## config.mk

```make
export PLATFORM = sky130hd
export DESIGN_NAME = evq_writer
export DESIGN_NICKNAME = d
export VERILOG_FILES = /design/src/rtl/evq_writer.sv
export SDC_FILE = /design/constraint.sdc
export NUM_CORES = 1
export LEC_CHECK = 0
export ABC_AREA = 1
export BUFFER_PORTS_ARGS = -buffer_cell sky130_fd_sc_hd__buf_2
export CAP_MARGIN = 20
export CORE_MARGIN = 4
export CORE_UTILIZATION = 30
export DETAILED_ROUTE_END_ITERATION = 8
export GPL_ROUTABILITY_DRIVEN = 0
export PLACE_DENSITY = 0.63
export REMOVE_ABC_BUFFERS = 1
export SLEW_MARGIN = 20
export SYNTH_ARGS = -nofsm -noshare
export SYNTH_HDL_FRONTEND = slang
export SYNTH_SLANG_ARGS = --single-unit
```

## constraint.sdc

```tcl
create_clock -name clk -period 2.95 [get_ports clk]
set_clock_uncertainty 0.15 [all_clocks]
set_input_delay 0 -clock clk [delete_from_list [all_inputs] [get_ports clk]]
set_output_delay 0 -clock clk [all_outputs]
set_load 0.005 [all_outputs]
```

## src/rtl/evq_writer.sv

```systemverilog
module evq_writer #(
  parameter int DEPTH  = 16,
  parameter int PRIO_W = 3,
  localparam int IDX_W = $clog2(DEPTH)
) (
  input  logic              clk,
  input  logic              rst_n,
  input  logic              ev_valid,
  input  logic [30:0]       ev_num,
  input  logic              cfg_notify_en,
  input  logic [PRIO_W-1:0] cfg_prio,
  input  logic              cons_wr,
  input  logic [IDX_W:0]    cons_ptr,
  output logic              mem_we,
  output logic [IDX_W-1:0]  mem_addr,
  output logic [31:0]       mem_wdata,
  output logic              ntf_valid,
  output logic [PRIO_W-1:0] ntf_prio,
  output logic              q_full
);

  logic [IDX_W:0] wr_ptr;
  logic [IDX_W:0] rd_ptr;
  logic           take;

  assign q_full = (wr_ptr[IDX_W-1:0] == rd_ptr[IDX_W-1:0]) &&
                  (wr_ptr[IDX_W] != rd_ptr[IDX_W]);
  assign take   = ev_valid && (ev_num != '0) && !q_full;

  always_ff @(posedge clk or negedge rst_n) begin
    if (!rst_n) begin
      wr_ptr    <= '0;
      rd_ptr    <= '0;
      mem_we    <= 1'b0;
      mem_addr  <= '0;
      mem_wdata <= '0;
      ntf_valid <= 1'b0;
      ntf_prio  <= '0;
    end else begin
      mem_we    <= take;
      ntf_valid <= take && cfg_notify_en;
      if (take) begin
        mem_addr  <= wr_ptr[IDX_W-1:0];
        mem_wdata <= {~wr_ptr[IDX_W], ev_num};
        ntf_prio  <= cfg_prio;
        wr_ptr    <= wr_ptr + 1'b1;
      end
      if (cons_wr) rd_ptr <= cons_ptr;
    end
  end

  initial assert (DEPTH >= 2 && (DEPTH & (DEPTH - 1)) == 0)
    else $error("DEPTH must be a power of two of at least 2");

  assert_no_write_when_full_R6: assert property (@(posedge clk) disable iff (!rst_n)
    q_full |=> !mem_we);

  assert_full_follows_write_R6: assert property (@(posedge clk) disable iff (!rst_n)
    $rose(q_full) |-> mem_we);

  assert_zero_ignored_R5: assert property (@(posedge clk) disable iff (!rst_n)
    (ev_num == '0) |=> !mem_we);

  assert_payload_nonzero_R2: assert property (@(posedge clk) disable iff (!rst_n)
    mem_we |-> (mem_wdata[30:0] != '0));

  assert_notify_with_write_R8: assert property (@(posedge clk) disable iff (!rst_n)
    ntf_valid |-> mem_we);

  assert_single_cycle_write_R2: assert property (@(posedge clk) disable iff (!rst_n)
    !ev_valid |=> !mem_we);

endmodule

```

==> results.sh <==
export IMPL_outcome="finished, final reports clean"
export IMPL_ys_ff_latch=51
export IMPL_layout_drive_gt1_share_pct=24.3
export IMPL_final_common_cell="nand2_1"
export IMPL_grt_pass1_wl_um=11000
export IMPL_cts_made_buffers=5
export IMPL_end_kind="flop"
export IMPL_fin_ws_ns=0.829
export IMPL_rsz0062_at_grt="false"
export IMPL_maxSlewHeadroom_pct=61.0
export IMPL_yosysWarnings=0
export IMPL_critPathTopFamily="simple AND/OR/NAND/NOR gates"
export IMPL_final_cell_mix="nand2_1 (127), buf_2 (85), dlygate4sd3_1 (51), dfrtp_1 (51), nand3_1 (47)"
export IMPL_crit_fanout=46
export IMPL_io_pins=86
export IMPL_path_class="in -> reg"
export IMPL_min_period_over_period_pct=71.9
export IMPL_vias=2318
export IMPL_drtPass1Iterations=4
export IMPL_h_tree_depth=2
export IMPL_synth_mux_area_share_pct=0
export IMPL_syn_to_final_growth_pct=41.6
export IMPL_nNetsFinal=485
export IMPL_synth_xor_area_share_pct=1.06
export IMPL_diodes=0
export IMPL_path_buf_inv=2
export IMPL_critical_path_max_stage_delay_ns=0.54
export IMPL_viasPerCell=4.27
export IMPL_final_setup_tns_ns=0
export IMPL_grt_use_met2_pct=22.1
export IMPL_cts_max_path_buffers=2
export IMPL_portBuffers=85
export IMPL_hold_viol=0
export IMPL_use_met1_pct=17.6
export IMPL_placementRows=32
export IMPL_slowest_stage="nand3_4"
export IMPL_yosys_area_share_adder_pct=0.504
export IMPL_cap_violations=0
export IMPL_grt_ovfl_total=0
export IMPL_place_ws_ns=1.03
export IMPL_drc_errors=0
export IMPL_cts_root_buf="clkbuf_8"
export IMPL_path_clk_slew_ns=0.10
export IMPL_start_util_pct=31.5
export IMPL_worstHoldPathType="in -> async"
export IMPL_dpl_cell_count=484
export IMPL_worstPathArrival_ns=2.17
export IMPL_synth_simple_area_share_pct=34.5
export IMPL_cts_tree="built"
export IMPL_powerDensity_nw_per_um2=539
export IMPL_start_kind="primary input"
export IMPL_worstMarginPinSlew_ns=0.585
export IMPL_clk_latency_ns=0.30
export IMPL_slew_violations=0
export IMPL_die_h_um=99.0
export IMPL_cpMostUsedCell="nand2_1"
export IMPL_p_leak_nw=1.98
export IMPL_dr_first_iter_drc_count=60
export IMPL_synthesis_area_um2=2480
export IMPL_antenna_found_initial=0
export IMPL_grt_max_degree=47
export IMPL_synth_compound_area_share_pct=1.36
export IMPL_postCtsSetupBuffers=0
export IMPL_fp_dieW_um=99.0
export IMPL_drt_wl_total_um=6280
export IMPL_ys_types=22
export IMPL_wl_per_cell_um=11.6
export IMPL_path_cells="dlygate4sd3_1 > buf_2 > nor2_1 > and2_1 > nand2_1 > nor2_2 > nand2_4 > nand3_4 > nand2_1 > nand2_1"
export IMPL_grt_busiest_layer="met2"
export IMPL_ant_nets=0
export IMPL_cts_sinks=51
export IMPL_track_usage_pct=13.4
export IMPL_fmax_mhz=472
export IMPL_design_core_area_um2=7890
export IMPL_avgSynthCellArea_um2=8.01
export IMPL_grtUsageMet3_pct=3.61
export IMPL_seq_area_frac_synth_pct=51.4
export IMPL_die_area_um2=9790
export IMPL_synth_top_family_by_area="simple AND/OR/NAND/NOR gates"
export IMPL_grt_pass1_vias=2375
export IMPL_setup_viol=0
export IMPL_synthCells=310
export IMPL_final_cell_count_no_fill=543
export IMPL_dpl_hpwl_um=4200
export IMPL_post_route_min_period_ns=2.12
export IMPL_required_ns=3.00
export IMPL_irDropWorstVdd_mv=0.211
[final timing paths]
| check | startpoint | endpoint | slack (ns) | cells after the start |
|---|---|---|---|---|
| worst max-delay path | ev_num[5] | wr_ptr[0]$_DFFE_PN0P_ | 0.83 | 10 |
| worst min-delay path | rst_n | wr_ptr[1]$_DFFE_PN0P_ | 0.06 | 2 |
| worst max register to register | wr_ptr[2]$_DFFE_PN0P_ | wr_ptr[0]$_DFFE_PN0P_ | 1.12 | 7 |
| worst min register to register | mem_wdata[14]$_DFFE_PN0P_ | mem_wdata[14]$_DFFE_PN0P_ | 0.32 | 2 |
| max in group asynchronous | rst_n | mem_wdata[2]$_DFFE_PN0P_ | 1.81 | 3 |
| min in group clk | ev_valid | mem_wdata[10]$_DFFE_PN0P_ | 0.13 | 5 |
[routing by layer]
layer  part of all wire, %  vias to the layer above
met1                    44                     1047
met2                    49                       66
li1                      -                     1198
met4                  0.64                        0
met3                   6.4                        7
met5                     0                        -
[synthesized netlist by cell type]
cell,number,area (µm²)
a21oi_2,1,8.76
nor2_8,1,20.0
nand3_2,2,20.0
buf_8,1,15.0
nor2_2,1,6.26
buf_4,3,22.5
ha_1,1,12.5
o21ai_0,5,25.0
inv_2,4,15.0
nand3_4,1,17.5
xor2_1,3,26.3
inv_1,36,135
nand2_2,1,6.26
nor2_1,12,45.0
nor2_4,1,11.3
nand2_1,127,477
nand2_4,1,11.3
and2_1,1,6.26
nand3_1,47,235
clkbuf_1,3,11.3
dfrtp_1,51,1280
buf_6,7,78.8
[cells by family (layout without fill, tap and decap cells)]
logic type	after synthesis	after routing
DFF	51	51
buffers and inverters	54	185
AOI/OAI and AO/OA	6	6
and+or+nand+nor	195	195
adders and majority gates	1	1
xor gates and xnor gates	3	3
[state kept, by name, indices dropped and copies added (netlist names)]
signal	flops
mem_wdata	32
rd_ptr	5
wr_ptr	5
mem_addr	4
ntf_prio	3
mem_we	1
ntf_valid	1
[stage by stage]
step	hold slack, ns	total power, W	utilization, %	instance area, µm²
after floorplan	-0.446	0.00122	-	2350
after global placement	-0.153	0.00145	37.0	2920
after detailed placement	-0.145	0.00146	37.0	2920
after CTS	0.0728	0.00193	44.6	3510
after global routing	0.108	0.00205	44.6	3510
final	0.0646	0.00190	44.6	3510
[repair_timing]
action,in CTS,in global routing
endpoints found under the setup margin,0,0
resized for setup,0,0
endpoints found under the hold margin,61,0
hold buffers,51,0
[power breakdown]
part           total (W)  switching (W)  internal [W]
clock           0.000403       0.000237      0.000166
combinational   0.000553       0.000293      0.000260
sequential      0.000940       0.000105      0.000835
total            0.00190       0.000636       0.00126
[worst reg2reg max path: cells and delay by family (launching register included)]
| family | cells | cell delay (ns) |
|---|---|---|
| AND/OR/NAND/NOR | 7 | 1.06 |
| flip-flops | 1 | 0.51 |
[cell type report]
| cell class | instances | area, µm² |
|---|---|---|
| Clock buffer | 5 | 68.8 |
| Clock inverter | 3 | 20.0 |
| Fill cell | 820 | 4370 |
| Inverter | 40 | 150 |
| Multi-Input combinational cell | 205 | 928 |
| Sequential cell | 51 | 1280 |
| Tap cell | 102 | 128 |
| Timing Repair Buffer | 137 | 943 |
No activity file was read; power rests on OpenSTA's default activity.
